### src/rtl/ara_pkg.sv
// Shared constants and state encoding for the alert response responder.
// Assumes a seven-bit bus address and eight-bit bytes.
package ara_pkg;

    localparam int ADDR_W = 7;
    localparam int BYTE_W = 8;
    localparam logic [ADDR_W-1:0] ALERT_ADDR = 7'b0001100;

    typedef enum logic [2:0] {
        ST_IDLE   = 3'd0,  // no transaction of interest
        ST_HDR    = 3'd1,  // shifting in the header byte
        ST_DECIDE = 3'd2,  // header matched, waiting for SCL fall to ack
        ST_ACK    = 3'd3,  // holding the acknowledge low
        ST_SEND   = 3'd4,  // transmitting own address with arbitration
        ST_TAIL   = 3'd5,  // transfer won, master acknowledge ignored
        ST_OUT    = 3'd6   // silent until next START or STOP
    } ara_st_e;

endpackage

### src/rtl/ara_bus_cond.sv
// Synchronizes SCL and the data input to clk and derives SCL edges and
// START/STOP conditions. Assumes clk is several times faster than SCL.
// Sync flops reset to 1, the idle bus level.
module ara_bus_cond #(
    parameter int SYNC_STAGES = 2
) (
    input  logic clk,
    input  logic rst_n,
    input  logic scl_i,
    input  logic sda_i,
    output logic sda_s,
    output logic scl_rise,
    output logic scl_fall,
    output logic start_det,
    output logic stop_det
);

    logic [SYNC_STAGES-1:0] scl_sync;
    logic [SYNC_STAGES-1:0] sda_sync;
    logic                   scl_q;
    logic                   sda_q;
    logic                   scl_s;

    // Synchronizer chains for both bus lines.
    always_ff @(posedge clk) begin
        if (!rst_n) begin
            scl_sync <= '1;
            sda_sync <= '1;
        end else begin
            scl_sync[0] <= scl_i;
            sda_sync[0] <= sda_i;
            for (int k = 1; k < SYNC_STAGES; k++) begin
                scl_sync[k] <= scl_sync[k-1];
                sda_sync[k] <= sda_sync[k-1];
            end
        end
    end

    assign scl_s = scl_sync[SYNC_STAGES-1];
    assign sda_s = sda_sync[SYNC_STAGES-1];

    // One-cycle history for edge detection.
    always_ff @(posedge clk) begin
        if (!rst_n) begin
            scl_q <= 1'b1;
            sda_q <= 1'b1;
        end else begin
            scl_q <= scl_s;
            sda_q <= sda_s;
        end
    end

    // Edge and condition decode.
    always_comb begin
        scl_rise  = scl_s & ~scl_q;
        scl_fall  = ~scl_s & scl_q;
        start_det = scl_s & scl_q & sda_q & ~sda_s;
        stop_det  = scl_s & scl_q & ~sda_q & sda_s;
    end

endmodule

### src/rtl/ara_engine.sv
// Bit-level sequencer for the alert response cycle: header decode,
// conditional acknowledge, address transmission with wired-AND
// arbitration, and the release report deferred to STOP.
// Assumes event inputs are single-cycle pulses from ara_bus_cond.
module ara_engine
    import ara_pkg::*;
#(
    parameter int                  LO_W    = 4,
    parameter logic [ADDR_W-LO_W-1:0] HI_BITS = 3'b010
) (
    input  logic            clk,
    input  logic            rst_n,
    input  logic            sda_s,
    input  logic            scl_rise,
    input  logic            scl_fall,
    input  logic            start_det,
    input  logic            stop_det,
    input  logic            alert_pending_i,
    input  logic [LO_W-1:0] addr_lo_i,
    output logic            ara_drv_o,
    output logic            ara_active_o,
    output logic            release_o,
    output ara_st_e         st_o
);

    localparam int                CNT_W    = $clog2(BYTE_W);
    localparam logic [CNT_W-1:0]  LAST_BIT = CNT_W'(BYTE_W - 1);
    localparam logic [BYTE_W-1:0] ARA_HDR  = {ALERT_ADDR, 1'b1};

    ara_st_e           st;
    logic [CNT_W-1:0]  cnt;
    logic [BYTE_W-1:0] rx;
    logic [BYTE_W-1:0] tx;
    logic              drv;
    logic              active;
    logic              won;
    logic              rel;
    logic [BYTE_W-1:0] rx_next;

    // Header byte including the bit being sampled now.
    assign rx_next = {rx[BYTE_W-2:0], sda_s};

    // Main sequencer: START and STOP override every state.
    always_ff @(posedge clk) begin
        if (!rst_n) begin
            st     <= ST_IDLE;
            cnt    <= '0;
            rx     <= '0;
            tx     <= '0;
            drv    <= 1'b0;
            active <= 1'b0;
            won    <= 1'b0;
            rel    <= 1'b0;
        end else begin
            rel <= 1'b0;
            if (start_det) begin
                st     <= ST_HDR;
                cnt    <= '0;
                drv    <= 1'b0;
                active <= 1'b0;
            end else if (stop_det) begin
                st     <= ST_IDLE;
                drv    <= 1'b0;
                active <= 1'b0;
                if (won) begin
                    rel <= 1'b1;
                    won <= 1'b0;
                end
            end else begin
                case (st)
                    ST_HDR: begin
                        if (scl_rise) begin
                            rx  <= rx_next;
                            cnt <= cnt + 1'b1;
                            if (cnt == LAST_BIT) begin
                                if (rx_next == ARA_HDR) begin
                                    active <= 1'b1;
                                    st     <= ST_DECIDE;
                                end else begin
                                    st <= ST_OUT;
                                end
                            end
                        end
                    end
                    ST_DECIDE: begin
                        if (scl_fall) begin
                            if (alert_pending_i) begin
                                drv <= 1'b1;
                                tx  <= {HI_BITS, addr_lo_i, 1'b1};
                                st  <= ST_ACK;
                            end else begin
                                st <= ST_OUT;
                            end
                        end
                    end
                    ST_ACK: begin
                        if (scl_fall) begin
                            drv <= ~tx[BYTE_W-1];
                            cnt <= '0;
                            st  <= ST_SEND;
                        end
                    end
                    ST_SEND: begin
                        if (scl_rise) begin
                            if (tx[BYTE_W-1] && !sda_s) begin
                                drv <= 1'b0;
                                st  <= ST_OUT;
                            end else if (cnt == LAST_BIT) begin
                                won <= 1'b1;
                                drv <= 1'b0;
                                st  <= ST_TAIL;
                            end else begin
                                cnt <= cnt + 1'b1;
                            end
                        end else if (scl_fall) begin
                            tx  <= {tx[BYTE_W-2:0], 1'b0};
                            drv <= ~tx[BYTE_W-2];
                        end
                    end
                    default: ;
                endcase
            end
        end
    end

    assign ara_drv_o    = drv;
    assign ara_active_o = active;
    assign release_o    = rel;
    assign st_o         = st;

endmodule

### src/rtl/ara_oe_select.sv
// Chooses who owns the data-low enable: the responder while an alert
// response cycle is active, the register slave otherwise.
module ara_oe_select (
    input  logic ara_active,
    input  logic ara_drv,
    input  logic reg_sda_oe,
    output logic sda_oe
);

    // Ownership mux.
    always_comb begin
        sda_oe = ara_active ? ara_drv : reg_sda_oe;
    end

endmodule

### src/rtl/smbus_ara_responder.sv
// Top of the alert response responder. Ties the synchronizer, the
// sequencer and the output-enable owner together. Assumes an
// open-drain pad where sda_oe_o = 1 pulls the line low.
module smbus_ara_responder
    import ara_pkg::*;
#(
    parameter int                  SYNC_STAGES = 2,
    parameter int                  LO_W        = 4,
    parameter logic [ADDR_W-LO_W-1:0] HI_BITS  = 3'b010
) (
    input  logic            clk,
    input  logic            rst_n,
    input  logic            scl_i,
    input  logic            sda_i,
    input  logic            alert_pending_i,
    input  logic [LO_W-1:0] addr_lo_i,
    input  logic            reg_sda_oe_i,
    output logic            sda_oe_o,
    output logic            ara_active_o,
    output logic            alert_release_o
);

    logic    w_sda_s;
    logic    w_scl_rise;
    logic    w_scl_fall;
    logic    w_start;
    logic    w_stop;
    logic    w_drv;
    logic    w_active;
    ara_st_e w_st;

    ara_bus_cond #(
        .SYNC_STAGES(SYNC_STAGES)
    ) u_cond (
        .clk      (clk),
        .rst_n    (rst_n),
        .scl_i    (scl_i),
        .sda_i    (sda_i),
        .sda_s    (w_sda_s),
        .scl_rise (w_scl_rise),
        .scl_fall (w_scl_fall),
        .start_det(w_start),
        .stop_det (w_stop)
    );

    ara_engine #(
        .LO_W   (LO_W),
        .HI_BITS(HI_BITS)
    ) u_engine (
        .clk            (clk),
        .rst_n          (rst_n),
        .sda_s          (w_sda_s),
        .scl_rise       (w_scl_rise),
        .scl_fall       (w_scl_fall),
        .start_det      (w_start),
        .stop_det       (w_stop),
        .alert_pending_i(alert_pending_i),
        .addr_lo_i      (addr_lo_i),
        .ara_drv_o      (w_drv),
        .ara_active_o   (w_active),
        .release_o      (alert_release_o),
        .st_o           (w_st)
    );

    ara_oe_select u_sel (
        .ara_active(w_active),
        .ara_drv   (w_drv),
        .reg_sda_oe(reg_sda_oe_i),
        .sda_oe    (sda_oe_o)
    );

    assign ara_active_o = w_active;

endmodule

### config.mk
export PLATFORM = sky130hd
export DESIGN_NAME = smbus_ara_responder
export DESIGN_NICKNAME = d
export VERILOG_FILES = /design/src/rtl/ara_pkg.sv /design/src/rtl/ara_bus_cond.sv /design/src/rtl/ara_engine.sv /design/src/rtl/ara_oe_select.sv /design/src/rtl/smbus_ara_responder.sv
export SDC_FILE = /design/constraint.sdc
export NUM_CORES = 1
export LEC_CHECK = 0
export BUFFER_PORTS_ARGS = -buffer_cell sky130_fd_sc_hd__buf_2
export CAP_MARGIN = 20
export CORE_ASPECT_RATIO = 2
export CORE_MARGIN = 4
export CORE_UTILIZATION = 30
export CTS_CLUSTER_SIZE = 25
export DETAILED_ROUTE_END_ITERATION = 8
export HOLD_SLACK_MARGIN = 0.08
export PLACE_DENSITY_LB_ADDON = 0.05
export SETUP_SLACK_MARGIN = 0.02
export SYNTH_ARGS = -nofsm -noshare
export SYNTH_HDL_FRONTEND = slang
export SYNTH_SLANG_ARGS = --single-unit
### constraint.sdc
create_clock -name clk -period 2.72 [get_ports clk]
set_clock_uncertainty 0.2 [all_clocks]
set_input_delay 0.544 -clock clk [delete_from_list [all_inputs] [get_ports clk]]
set_output_delay 0.544 -clock clk [all_outputs]
set_load 0.03 [all_outputs]
==> impl_results.md, run 1 <==
* WP data required at 2710 ps
* Net Switching at 0.207 mW
* Max VDD drop at 0.291 mV
* Core Util, Final at 34.4%
* CTS Buffer Depth at 2
* Cell Area, Synth at 1570 um2
* Synth Instances at 172
* Fillcell total at 548
* Final TNS setup at 0 ps
* HP Start: u_cond.scl_sync[0]
* Max transition margin at 57.7%
* Clk slew on worst S/H paths at 70 ps
* Vias per cell at 5.26
* Worst reg2reg path startpoint: u_engine.st_o[1]
* Worst Reg-to-Reg Cells at 4
* Hpwl dp at 2890 um
* Worst flop-to-flop path endpoint: u_engine.st_o[0]
* Clock root buffer: clkbuf_8
* Place WS at 485 ps
* Die span in y at 110 um
* Mapped Avg Cell Area at 9.11 um2
* Placement Cell Area at 1670 um2
* Area leader, netlist: dfxtp_1
* Diode count at 0
* GPL Wtd Cong at 0.813
* Worst reg2reg setup slack at 430 ps
* Crit start category: register
* Arr. time, crit path at 2280 ps
* CTS tree: yes
* Largest net degree at the start of global routing at 17
* Final setup margin at 426 ps
* Max FO, Critical Path at 14
* Seq pwr share at 52.7%
* Logic pwr share at 5.1%
* Hold Crit Depth at 1
* Hold Slack at 203 ps
* Vias at 1274
* Ys async rst share at 0%
* Power per cell area at 503 nW/um2
* Endpoints failing hold at 0
* Gr ovfl total at 0
* Hold endpoint: u_cond.scl_sync[1]
* Synth top area cells: dfxtp_1, mux2i_1, ha_1
* Post-placement cell count at 235
* Number of port buffers at 12
* CTS resizes at 0
* Antenna-violating nets left at 0
* Starting Density at 30.8%
* Initial antenna violation count at 0
* Synth Register Bits at 31
* Register area share after synthesis at 39.6%
* Worst Hold Class: reg -> reg
* # H-tree levels at 2
* Critical Path End Type: register
* Layout net count at 200
* Yosys top cell area share at 39.6%
* Fin area at 1750 um2
* I/O pin cnt at 13
* Switching Share at 23.5%
* Final Max Slew Viols at 0
* P&R area growth vs syn at 11.9%
* Synth unique cells at 47
* Rows at 37
* Worst Max-Slew Pin Slew at 635 ps
* # Post-CTS Setup Buffers at 0
* Leak pwr at 0.665 nW
* WL/cell at 15.9 um
* Die X at 59.1 um
* Aggregate global-route resource usage at 13.0%
* 1st-pass router iterations at 4
* Crit Path Class: reg -> reg
* First DRT Iteration DRCs at 29
* Final Cycle Share at 84.3%
* Fmax achieved at 0.436 GHz
* Clk_lat worst skew at 280 ps
* DR DRC count at 0
* Vias in the first global route at 1258
* Layout cell share with drive strength beyond 1 at 19.0%
* Non-Filler Instances at 242
* Num CTS Buffers at 5
* Status: finished clean
* Clk network pwr share at 42.2%
* Overall routed net length at 3840 um
* Pint at 0.675 mW
* Clock sinks at 31
* Setup violations, final at 0
* Synth cell count leaders: dfxtp_1, nand2_1, nor2_1
* Syn Nets at 188
* Tmin final at 2290 ps
* Pwr Total at 0.882 mW
* First-pass GRT wire length at 6180 um
* Top_reg_cell synth: dfxtp_1
* Cell with the most instances after synthesis: dfxtp_1
* RSZ-0062 raised after global routing: no
* Die area at 6520 um2
* Core box area at 5090 um2
* Total of max-cap violations at 0
* Hold-fix buffers, CTS at 0
* Syn. warnings at 0
* Post-synth EDFFs at 0
critical path, cell delays in order, from the launching register on:
cell and delay [ps]:
dfxtp_1 630, and4bb_2 330, a211oi_1 560, o21ai_0 190, a221oi_1 280
cell families after synthesis:
family          share of synthesized area [%]
simple gates                             26.9
compound gates                           16.8
flops                                    39.6
buf+inv                                  4.79
mux                                      6.54
fa+ha+maj                                4.79
xor+xnor                                0.559
final cells by class:
class | count | area (um2) | share of cell area, %
Clock inverter | 1 | 5.00 | 0.285
Inverter | 5 | 18.8 | 1.07
Tap cell | 58 | 72.6 | 4.14
Multi-Input combinational cell | 126 | 872 | 49.7
Timing Repair Buffer | 15 | 82.6 | 4.71
Clock buffer | 6 | 82.6 | 4.71
Sequential cell | 31 | 621 | 35.4
worst max-delay path by stage:
stage / start / endpoint / slack [ps] / cells past startpoint
final: u_engine.st_o[1] / u_engine.st_o[0] / 430 / 4
after global routing: u_cond.scl_q / u_engine.tx[1] / 250 / 6
after CTS: u_cond.scl_q / u_engine.tx[3] / 460 / 6
after detailed placement: u_cond.scl_q / u_engine.tx[1] / 490 / 6
after global placement: u_engine.st_o[1] / u_engine.st_o[0] / 510 / 4
after floorplan: u_cond.scl_q / u_engine.tx[5] / 720 / 7
state kept, by name, indices dropped and copies added (netlist names):
signal and count:
u_engine.won 1, u_engine.ara_active_o 1, u_engine.release_o 1, u_cond.sda_q 1, u_engine.st_o 3, u_engine.cnt 3, u_cond.scl_sync 2, u_cond.sda_sync 2
u_cond.scl_q 1, u_engine.rx 7, u_engine.tx 8, u_engine.ara_drv_o 1
power by group through the flow:
stage	clock (mW)	sequential, mW	combinational [mW]
after global routing	0.402	0.465	0.0508
after floorplan	0	0.470	0.0332
after detailed placement	0	0.475	0.0456
after CTS	0.388	0.465	0.0459
after global placement	0	0.475	0.0452
final	0.372	0.465	0.0450
layout by cell type (no fill, tap or decap), types with 3 or more instances in the layout:
cell	n
buf_4	3
and3b_1	3
clkbuf_8	6
o31ai_1	3
mux2i_1	8
o21ai_0	6
a21oi_1	8
ha_1	6
nand3b_1	3
buf_2	12
inv_1	4
nand2b_1	7
a311oi_1	4
or4_1	4
nor2_1	18
nand2_1	18
dfxtp_1	31
nand3_1	3
per-layer routing:
layer / vias to the layer above / part of all wire (%) / GRT usage (%)
met1: 606 / 38 / 12.8
met2: 19 / 56 / 24.4
li1: 639 / - / -
met5: - / 0 / 0
met3: 10 / 2.8 / 2.56
met4: 0 / 3.1 / 7.29
(Power assumes the default switching activity.)
==> inputs of run 2 (changes only) <==
==> constraint.sdc (replaced) <==
create_clock -name clk -period 2.25 [get_ports clk]
set_clock_uncertainty 0.2 [all_clocks]
set_input_delay 0.45 -clock clk [delete_from_list [all_inputs] [get_ports clk]]
set_output_delay 0.45 -clock clk [all_outputs]
set_load 0.03 [all_outputs]
==> impl_results.md, run 2 (synthesis results as in run 1) <==
* Status: finished clean
* DR DRC count at 0 (unchanged)
* WP data required at 2230 ps (-480 ps)
* Die span in y at 110 um (unchanged)
* Critical Path End Type: register
* Final TNS setup at 0 ps (unchanged)
* Number of port buffers at 12 (unchanged)
* Setup crit start: u_cond.scl_q
* Fin area at 1820 um2 (+3.6%)
* Total of max-cap violations at 0 (unchanged)
* Non-Filler Instances at 249 (+2.9%)
* Die area at 6520 um2 (unchanged)
* Crit start category: register
* Clk slew on worst S/H paths at 60 ps (about the same)
* Clk_lat worst skew at 280 ps (about the same)
* Largest registers: u_engine.tx (8), u_engine.rx (7)
* GPL Wtd Cong at 0.842 (+3.5%)
* Max VDD drop at 0.456 mV (+57%)
* Largest net degree at the start of global routing at 17 (unchanged)
* Max FO, Critical Path at 16 (+2)
* RSZ-0062 raised after global routing: no
* Most frequent cells in the layout: dfxtp_1, nor2_1, nand2_1
* Endpoints failing hold at 0 (unchanged)
* Layout net count at 208 (+4.0%)
* # H-tree levels at 2 (unchanged)
* Power per cell area at 564 nW/um2 (+12%)
* Vias at 1318 (+3.5%)
* CTS Buffer Depth at 2 (unchanged)
* Rows at 37 (unchanged)
* Hpwl dp at 3120 um (+8.1%)
* First-pass GRT wire length at 6500 um (+5.2%)
* Num CTS Buffers at 5 (unchanged)
* Leak pwr at 0.697 nW (+4.9%)
* I/O pin cnt at 13 (unchanged)
* Vias per cell at 5.29 (+0.55%)
* Final Max Slew Viols at 0 (unchanged)
* Diode count at 0 (unchanged)
* Clock sinks at 31 (unchanged)
* 1st-pass router iterations at 4 (unchanged)
* Layout cell share with drive strength beyond 1 at 22.5% (+3.5 points)
* Die X at 59.1 um (unchanged)
* Most flops, register: u_engine.tx
* Worst flop-to-flop path endpoint: u_engine.tx[4]
* Tmin final at 2090 ps (-204 ps)
* Worst reg2reg setup slack at 160 ps (-270 ps)
* Placement Cell Area at 1730 um2 (+3.9%)
* Overall routed net length at 4060 um (+5.6%)
* Hold-fix buffers, CTS at 0 (unchanged)
* Worst Hold Class: in -> reg
* Worst Reg-to-Reg Cells at 7 (+3)
* Most common cell after layout, fill and taps aside: dfxtp_1
* Fillcell total at 559 (+2.0%)
* Crit Path Class: reg -> reg
* Hold endpoint: u_cond.scl_sync[0]
* Core box area at 5090 um2 (unchanged)
* First DRT Iteration DRCs at 35 (+21%)
* Arr. time, crit path at 2070 ps (-210 ps)
* Aggregate global-route resource usage at 13.7% (+0.67 points)
* Initial antenna violation count at 0 (unchanged)
* Antenna-violating nets left at 0 (unchanged)
* Max reg flops at 8 (unchanged)
* Fmax achieved at 0.479 GHz (+9.8%)
* Clock root buffer: clkbuf_8
* Worst reg2reg path startpoint: u_cond.scl_q
* Post-placement cell count at 242 (+3.0%)
* Gr ovfl total at 0 (unchanged)
* WL/cell at 16.3 um (+2.7%)
* Worst Max-Slew Pin Slew at 506 ps (-129 ps)
* Starting Density at 30.8% (unchanged)
* Setup violations, final at 0 (unchanged)
* Final Cycle Share at 92.9% (+8.5 points)
* HP Start: scl_i
* P&R area growth vs syn at 16.0%
* CTS tree: yes
* Hold Crit Depth at 2 (+1)
* Vias in the first global route at 1347 (+7.1%)
* Max transition margin at 66.1% (+8.4 points)
run 2: power by group:
group	leakage (nW)	internal, mW	switching (mW)
combinational	0.410	0.0253	0.0366
clock	0.0371	0.206	0.196
sequential	0.251	0.555	0.00630
total	0.697	0.786	0.239
run 2: worst max-delay path by stage:
stage / endpoint / slack (ps) / depth (start not counted)
after floorplan: u_engine.tx[5] / 250 / 7
after global placement: u_engine.tx[4] / 170 / 7
after detailed placement: u_engine.tx[4] / 90 / 7
after CTS: u_engine.tx[4] / 70 / 7
after global routing: u_engine.tx[4] / 60 / 7
final: u_engine.tx[4] / 160 / 7
run 2: worst max-delay path: stages, from the launching register on:
cell      delay, ps
dfxtp_2         340
inv_1            40
ha_1            250
or3b_4          410
a221oi_4        280
buf_12          180
nor2_1           40
a311oi_1        250
run 2: cell type report:
class	instances	area, um2	share of cell area, %
well taps	58	72.6	3.99
multi-input cells	126	877	48.2
clock buffers	6	72.6	3.99
inverters	5	18.8	1.03
flip-flops and latches	31	622	34.2
repair buffers	23	155	8.53
run 2: timing repair:
action	in CTS	in global routing
resized for setup	0	2
setup endpoints to repair	0	5
setup buffers	0	1
run 2: stage by stage:
stage / worst slack (ps) / power, mW / utilization, % / hold slack, ps
global placement: 168 / 0.636 / 34.0 / 195
CTS: 70.6 / 1.04 / 35.4 / 149
floorplan: 249 / 0.609 / - / 186
finish: 160 / 1.02 / 35.7 / 156
detailed placement: 89.6 / 0.635 / 34.0 / 207
global route: 57.2 / 1.07 / 35.7 / 159
run 2: layer usage:
layer / track usage (%) / up-vias / share of wire, %
met1: 13.6 / 608 / 36
li1: - / 648 / -
met4: 9.72 / 0 / 6.2
met2: 24.4 / 37 / 54
met3: 2.80 / 25 / 3.1
met5: 0 / - / 0
